$ cat src/rtl/bsm_pkg.sv
package bsm_pkg;

  typedef enum logic {
    FREQ_24 = 1'b0,
    FREQ_48 = 1'b1
  } freq_e;

  typedef struct packed {
    logic  ext_clk;
    freq_e freq;
    logic  reserved;
  } strap_cfg_t;

  function automatic strap_cfg_t decode_straps(input logic [2:0] lvl);
    strap_cfg_t c;
    c.ext_clk  = lvl[2];
    c.reserved = lvl[1] ^ lvl[0];
    c.freq     = (lvl[1] & lvl[0]) ? FREQ_48 : FREQ_24;
    return c;
  endfunction

endpackage

$ cat src/rtl/bsm_reset_sync.sv
module bsm_reset_sync #(
  parameter int STAGES = 2
) (
  input  logic clk,
  input  logic rst_n,
  output logic rst_int
);

  logic [STAGES-1:0] chain_q;

  always_ff @(posedge clk or negedge rst_n) begin
    if (!rst_n) chain_q <= '0;
    else        chain_q <= {chain_q[STAGES-2:0], 1'b1};
  end

  assign rst_int = ~chain_q[STAGES-1];

  // once rst_n has been high for a while the chain must be fully released
  p_release_r9: assert property (@(posedge clk) disable iff (!rst_n)
    $past(rst_n) && !rst_int |=> !rst_int);

endmodule

$ cat src/rtl/bsm_strap_capture.sv
module bsm_strap_capture
  import bsm_pkg::*;
#(
  parameter int NUM_PINS = 3
) (
  input  logic                clk,
  input  logic                rst_int,
  input  logic [NUM_PINS-1:0] pad_in,
  output logic [NUM_PINS-1:0] strap_lvl,
  output strap_cfg_t          cfg
);

  logic [NUM_PINS-1:0] lvl_q;
  strap_cfg_t          cfg_q;

  always_ff @(posedge clk) begin
    if (rst_int) begin
      lvl_q <= pad_in;
      cfg_q <= decode_straps(pad_in[2:0]);
    end
  end

  assign strap_lvl = lvl_q;
  assign cfg       = cfg_q;

  // recorded straps frozen outside reset
  p_strap_hold_r2: assert property (@(posedge clk) disable iff (rst_int)
    !rst_int |=> $stable(lvl_q) && $stable(cfg_q));

  // an undefined code falls back to the slow frequency
  p_reserved_default_r5: assert property (@(posedge clk) disable iff (rst_int)
    cfg_q.reserved |-> cfg_q.freq == FREQ_24);

  // the clock-mode output follows pin 2
  p_clk_mode_r4: assert property (@(posedge clk) disable iff (rst_int)
    cfg_q.ext_clk == lvl_q[2]);

endmodule

$ cat src/rtl/bsm_pad_cell.sv
module bsm_pad_cell (
  input  logic clk,
  input  logic rst_int,
  input  logic strap,
  input  logic sleep_req,
  input  logic addr,
  output logic out,
  output logic oe,
  output logic pd_en
);

  logic out_q;
  logic oe_q;

  always_ff @(posedge clk or posedge rst_int) begin
    if (rst_int) begin
      out_q <= 1'b0;
      oe_q  <= 1'b0;
    end else begin
      out_q <= addr;
      oe_q  <= ~(strap & sleep_req);
    end
  end

  assign out   = out_q;
  assign oe    = oe_q;
  assign pd_en = rst_int;

  // never drive against the strap resistor during reset
  p_oe_off_in_reset_r1: assert property (@(posedge clk)
    rst_int |-> !oe_q && !out_q);

  // a pin recorded as 0 never floats after reset
  p_fixed_pin_r6: assert property (@(posedge clk) disable iff (rst_int)
    !strap && !$past(rst_int) |-> oe_q);

  // a pin recorded as 1 floats in the cycle after a sleep request
  p_float_r7: assert property (@(posedge clk) disable iff (rst_int)
    strap && !$past(rst_int) |-> oe_q == !$past(sleep_req));

  // address passes with one cycle latency
  p_addr_follow_r8: assert property (@(posedge clk) disable iff (rst_int)
    !$past(rst_int) |-> out_q == $past(addr));

endmodule

$ cat src/rtl/bsm_strap_mux.sv
module bsm_strap_mux
  import bsm_pkg::*;
#(
  parameter int NUM_PINS    = 3,
  parameter int SYNC_STAGES = 2
) (
  input  logic                clk,
  input  logic                rst_n,
  input  logic [NUM_PINS-1:0] addr_in,
  input  logic [NUM_PINS-1:0] pad_in,
  input  logic                cpu_idle,
  input  logic                irq2,
  input  logic                clk_sleep,
  output logic [NUM_PINS-1:0] pad_out,
  output logic [NUM_PINS-1:0] pad_oe,
  output logic [NUM_PINS-1:0] pad_pd_en,
  output logic                clk_ext_mode,
  output logic                freq_sel,
  output logic                freq_reserved
);

  logic                rst_int;
  logic                sleep_req;
  logic [NUM_PINS-1:0] strap_lvl;
  strap_cfg_t          cfg;

  bsm_reset_sync #(.STAGES(SYNC_STAGES)) u_rst (
    .clk    (clk),
    .rst_n  (rst_n),
    .rst_int(rst_int)
  );

  bsm_strap_capture #(.NUM_PINS(NUM_PINS)) u_cap (
    .clk      (clk),
    .rst_int  (rst_int),
    .pad_in   (pad_in),
    .strap_lvl(strap_lvl),
    .cfg      (cfg)
  );

  assign sleep_req = cpu_idle & ~irq2 & clk_sleep;

  for (genvar i = 0; i < NUM_PINS; i++) begin : g_pin
    bsm_pad_cell u_cell (
      .clk      (clk),
      .rst_int  (rst_int),
      .strap    (strap_lvl[i]),
      .sleep_req(sleep_req),
      .addr     (addr_in[i]),
      .out      (pad_out[i]),
      .oe       (pad_oe[i]),
      .pd_en    (pad_pd_en[i])
    );
  end

  assign clk_ext_mode  = cfg.ext_clk;
  assign freq_sel      = cfg.freq;
  assign freq_reserved = cfg.reserved;

  // pull-downs released with reset
  p_pd_off_r3: assert property (@(posedge clk) disable iff (rst_int)
    pad_pd_en == '0);

endmodule

$ cat config.mk
export PLATFORM = sky130hd
export DESIGN_NAME = bsm_strap_mux
export DESIGN_NICKNAME = d
export VERILOG_FILES = /design/src/rtl/bsm_pkg.sv /design/src/rtl/bsm_reset_sync.sv /design/src/rtl/bsm_strap_capture.sv /design/src/rtl/bsm_pad_cell.sv /design/src/rtl/bsm_strap_mux.sv
export SDC_FILE = /design/constraint.sdc
export NUM_CORES = 1
export LEC_CHECK = 0
export BUFFER_PORTS_ARGS = -buffer_cell sky130_fd_sc_hd__buf_2
export CAP_MARGIN = 10
export CORE_AREA = 2 2 39 41
export DETAILED_ROUTE_END_ITERATION = 16
export DIE_AREA = 0 0 41 43
export SLEW_MARGIN = 20
export SYNTH_ARGS = -nofsm -noshare
export SYNTH_HDL_FRONTEND = slang
export SYNTH_SLANG_ARGS = --single-unit
$ cat constraint.sdc
create_clock -name clk -period 1.1 [get_ports clk]
set_input_delay 0.22 -clock clk [delete_from_list [all_inputs] [get_ports clk]]
set_output_delay 0.22 -clock clk [all_outputs]
set_load 0.03 [all_outputs]
[Word-level counts from Yosys, hierarchy flattened]
Cells that the tools add are included.
Word-level totals
  output and inout bits: 12
  flip-flop bits (word level): 14
  word-level logic and storage cells: 24
Cells by class
  multiplexer cells: 1
  bitwise operators: 12
Operators with widths (count)
  $and 1x1->1: 6
  $not 1->1: 5
  $mux 1: 1
  $xor 1x1->1: 1

[Longest topological paths before layout]
  word-level depth: 5
  depth in mapped cells: 2
  depth with buffers taken out: 1

[Hierarchy]
A second synthesis with hierarchy kept.
Second synthesis, totals
  cell total of the unflattened synthesis: 27
  area total of the unflattened synthesis: 431.7 µm²
By module, submodules not included
  bsm_pad_cell: times used 3, area an instance 65.1 µm², seq. area each 50.0 µm², cells each 5
  bsm_strap_capture: times used 1, area an instance 170.2 µm², seq. area each 150.1 µm², cells each 7
  bsm_reset_sync: times used 1, area an instance 57.6 µm², seq. area each 50.0 µm², cells each 4
  bsm_strap_mux: times used 1, area an instance 8.8 µm², seq. area each 0.0 µm², cells each 1

[Worst setup path before layout]
OpenSTA, ideal clock, no wires.
  kind: register -> output
  start: register u_rst.chain_q[1]
  end: output pad_pd_en[0]
  path buffers: 1
  arrival: 0.840 ns
  cell stages (with the launch flop): 3
  data required time: 0.880 ns
  setup slack: 0.040 ns
  cell sequence: dfrtp_1 > inv_1 > buf_4
Between the ends
  word-level cells in the longest chain between the ends: 1
Ends and longest elaborated chain
  start, declared: RTL line bsm_reset_sync.sv:9  | logic [STAGES-1:0] chain_q;
  start signal, assigned: RTL line bsm_reset_sync.sv:13  | else chain_q <= {chain_q[STAGES-2:0], 1'b1};
  $not 1->1: RTL line bsm_reset_sync.sv:16  | assign rst_int = ~chain_q[STAGES-1];
  end, declared: RTL line bsm_strap_mux.sv:16  | output logic [NUM_PINS-1:0] pad_pd_en,
Every way passes these cells.

[Final worst setup path]
Same ends and word-level chain as after synthesis.

==> metrics.md <==
| Metric | Value |
|---|---|
| Initial standard-cell utilization of the core | `0.335` |
| Floorplan die area | `1760 um^2` |
| Setup repair after global routing missed its margin | `true` |
| Internal power consumption | `0.000721 W` |
| Failing checks | `negative setup slack` |
| Number of max-slew violations in the final report | `0` |
| Crit path max-delay family | `flip-flops` |
| Initial antenna violation count | `0` |
| Count of cells along the worst register-to-register path | `3` |
| Pin count of the biggest net entering global routing | `8` |
| Summed instance area of the synthesized netlist | `464 um^2` |
| Fin Clk Skew | `0.00226 ns` |
| Residual overflow from global routing | `0` |
| Multiplexer share of the synthesized area | `0` |
| Share of the synthesized area in compound gates (AO/OA/AOI/OAI) | `0` |
| Post-layout total power | `0.000934 W` |
| Classification of the worst-slack hold path | `in2reg` |
| Standard cell core area | `1380 um^2` |
| Drt via density | `4.14` |
| Share of synthesized cell area in and, or, nand and nor gates | `0.0566` |
| Number of diodes | `0` |
| Buffers & Inverters on Critical Path | `2` |
| Setup-failing EPs final | `3` |
| Max rail drop VDD | `0.684 mV` |
| Cell at the root of the clock tree | `clkbuf_4` |
| Final period demand of the worst path | `1.13 ns` |
| Warnings from Yosys | `0` |
| Top cell type's share of synthesized area | `0.431` |
| Number of cells on the critical path | `2` |
| Width of the chip | `41 um` |
| Wire length of the first global-routing pass | `1030 um` |
| Number of clock sinks | `13` |
| Boundary Pins | `23` |
| Reg power frac | `0.574` |
| Synth area leader | `dfrtp_1` |
| Number of nets in the layout | `63` |
| Total non-filler cell area in the finished layout | `618 um^2` |
| Iteration-0 DRC Markers | `0` |
| Distinct cell type count of the synthesized netlist | `7` |
| Switching part of the total power | `0.228` |
| Clk_lat worst skew | `0.26 ns` |
| Highest-delay cell along the critical path | `dfrtp_1` |
| Maximum clock insertion buffer count | `2` |
| DRC violation count after routing | `0` |
| Synthesis-to-layout area growth | `33.2%` |
| Final worst-path setup slack | `-0.0341 ns` |
| Final ANT Viol Nets | `0` |
| Critical path launch point type | `register` |
| Port buffer count | `22` |
| Most common library cell in the layout ignoring fill and taps | `buf_2` |
| Max Cap Viol | `0` |
| Dominant combinational cell family by area after synthesis | `buffers and inverters` |
| Clock power frac | `0.291` |
| Setup Slack @ Placement | `0.157 ns` |
| Total global routing track utilization | `0.0943` |
| Final Routed Wirelength | `677 um` |
| Share of synthesized area occupied by flip-flops and latches | `0.755` |
| CTS buffer count | `3` |
| Worst Path Arrival | `0.91 ns` |
| Run status | `finished with violations` |
| CP cell instances | `inv_2 -> buf_6` |
| Total vias in the final route | `273` |
| CP required | `0.88 ns` |
| Number of iterations in the first detailed-routing pass | `1` |
| Post-Synthesis Mean Instance Area | `16.6 um^2` |
| Routed wirelength normalized by instance count | `10.3 um` |
| Post-detailed-placement cell area | `542 um^2` |
| Post-Syn Instances | `28` |
| Number of hold violations in the final report | `0` |
| Post-DP HPWL | `549 um` |
| Number of nets produced by synthesis | `40` |
| Timing-limited maximum frequency | `882 MHz` |
| Max Fanout on Critical Path | `5` |
| Path type of the worst setup path | `reg2out` |
| Power density over the cells | `1510 nW/um^2` |
| Number of placed cells counting well taps | `59` |
| Number of cell rows | `14` |
| Die height | `43 um` |
| Net switching power figure | `0.000214 W` |
| Clock transition at the register clock pins on the worst setup and hold paths after CTS | `0.07 ns` |
| Routability cong. | `0.580` |
| Hold path depth | `1` |
| Largest cells by area after synthesis | `dfrtp_1 43%, edfxtp_1 32%, buf_4 15%` |
| Total negative slack | `-0.0990 ns` |
| Adder-Cell Fraction of Synth Area | `0.0270` |
| Slowest Stage Delay on Critical Path | `0.40 ns` |
| Maximum level of the CTS H-tree | `1` |
| CTS tree | `built` |
| Post-route fraction of the period consumed by the critical path | `1.03` |
| Endpoint kind of the worst setup timing path | `output port` |
| Combinational share of power | `0.135` |
| Number of flip-flops and latches in the synthesized netlist | `13` |
| Vias in the first global route | `274` |
| Total leakage power | `0.282 nW` |
| Final std cells w/o fill | `66` |
| Share of final-layout standard cells stronger than drive strength 1 | `0.600` |
| Most used cells in the layout excluding fill and tap cells | `18 x buf_2, 8 x dfrtp_1, 5 x edfxtp_1` |
| Fraction of synthesized cell area in xor and xnor cells | `0` |
## layer usage
metal | wire length (um) | share of wire | vias up | track usage
met4 | 9 | 0.013 | 0 | 0.0600
met1 | 220 | 0.32 | 128 | 0.0893
met2 | 383 | 0.57 | 13 | 0.150
met5 | 0 | 0 | - | 0
met3 | 63 | 0.093 | 2 | 0.0471
li1 | - | - | 130 | -
## power by group through the flow
stage / clock network [W] / logic [W] / registers (W)
after detailed placement: 0 / 0.000110 / 0.000546
after global routing: 0.000318 / 0.000136 / 0.000539
after floorplan: 0 / 0.0000597 / 0.000563
final: 0.000272 / 0.000126 / 0.000537
after global placement: 0 / 0.000107 / 0.000545
after CTS: 0.000290 / 0.000126 / 0.000537
## area by class of cell
class                   count  area [um^2]
fillers                   145          766
clock buffers               4         26.3
inverters                   1         3.75
multi-input cells           5         42.5
well taps                  16         20.0
flip-flops and latches     13          350
repair buffers             27          175
## synth_stat cells, drive strengths merged
library cell  instances
dfrtp                 8
conb                  1
inv                   1
nand4b                3
ha                    1
buf                   9
edfxtp                5
## flip-flops by register name (all words and copies together) (netlist names)
| name | cells |
|---|---|
| g_pin.u_cell.oe | 3 |
| g_pin.u_cell.out | 3 |
| u_cap.cfg | 3 |
| u_cap.strap_lvl | 2 |
| u_rst.chain_q | 2 |
## worst register-to-register path, cell delays in order, from the launching register on
cell	delay, ns
dfrtp_1	0.40
inv_2	0.11
buf_4	0.12
buf_4	0.11
## kinds of logic after synthesis
logic type	after synthesis
adders and majority gates	1
buffers and inverters	10
DFF	13
other	1
and+or+nand+nor	3
## repair_timing
item,CTS,global route
setup buffers,2,0
gates cloned,0,0
gates resized for setup,7,3
hold buffers,1,0
setup endpoints to repair,3,4
hold endpoints to repair,2,0
## path summary, 6_finish.rpt
check / endpoint / from / slack [ns]
worst max-delay path: pad_pd_en[0] / u_rst.chain_q[1] / -0.03
worst min-delay path: g_pin[0].u_cell.out / addr_in[0] / 0.06
max in group asynchronous: u_rst.chain_q[1] / rst_n / 0.73
min in group asynchronous: g_pin[2].u_cell.oe / u_rst.chain_q[1] / 0.19
worst min register to register: g_pin[2].u_cell.oe / u_rst.chain_q[1] / 0.19
worst max register to register: u_cap.cfg[2] / u_rst.chain_q[1] / 0.09
## stage by stage
step / util / hold WS (ns)
3_5_place_dp: 0.392 / 0.00789
2_1_floorplan: - / -0.0756
3_3_place_gp: 0.392 / 0.00932
4_1_cts: 0.442 / 0.0514
5_1_grt: 0.447 / 0.0457
6_report: 0.447 / 0.0630
No activity file was read; power rests on OpenSTA's default activity.
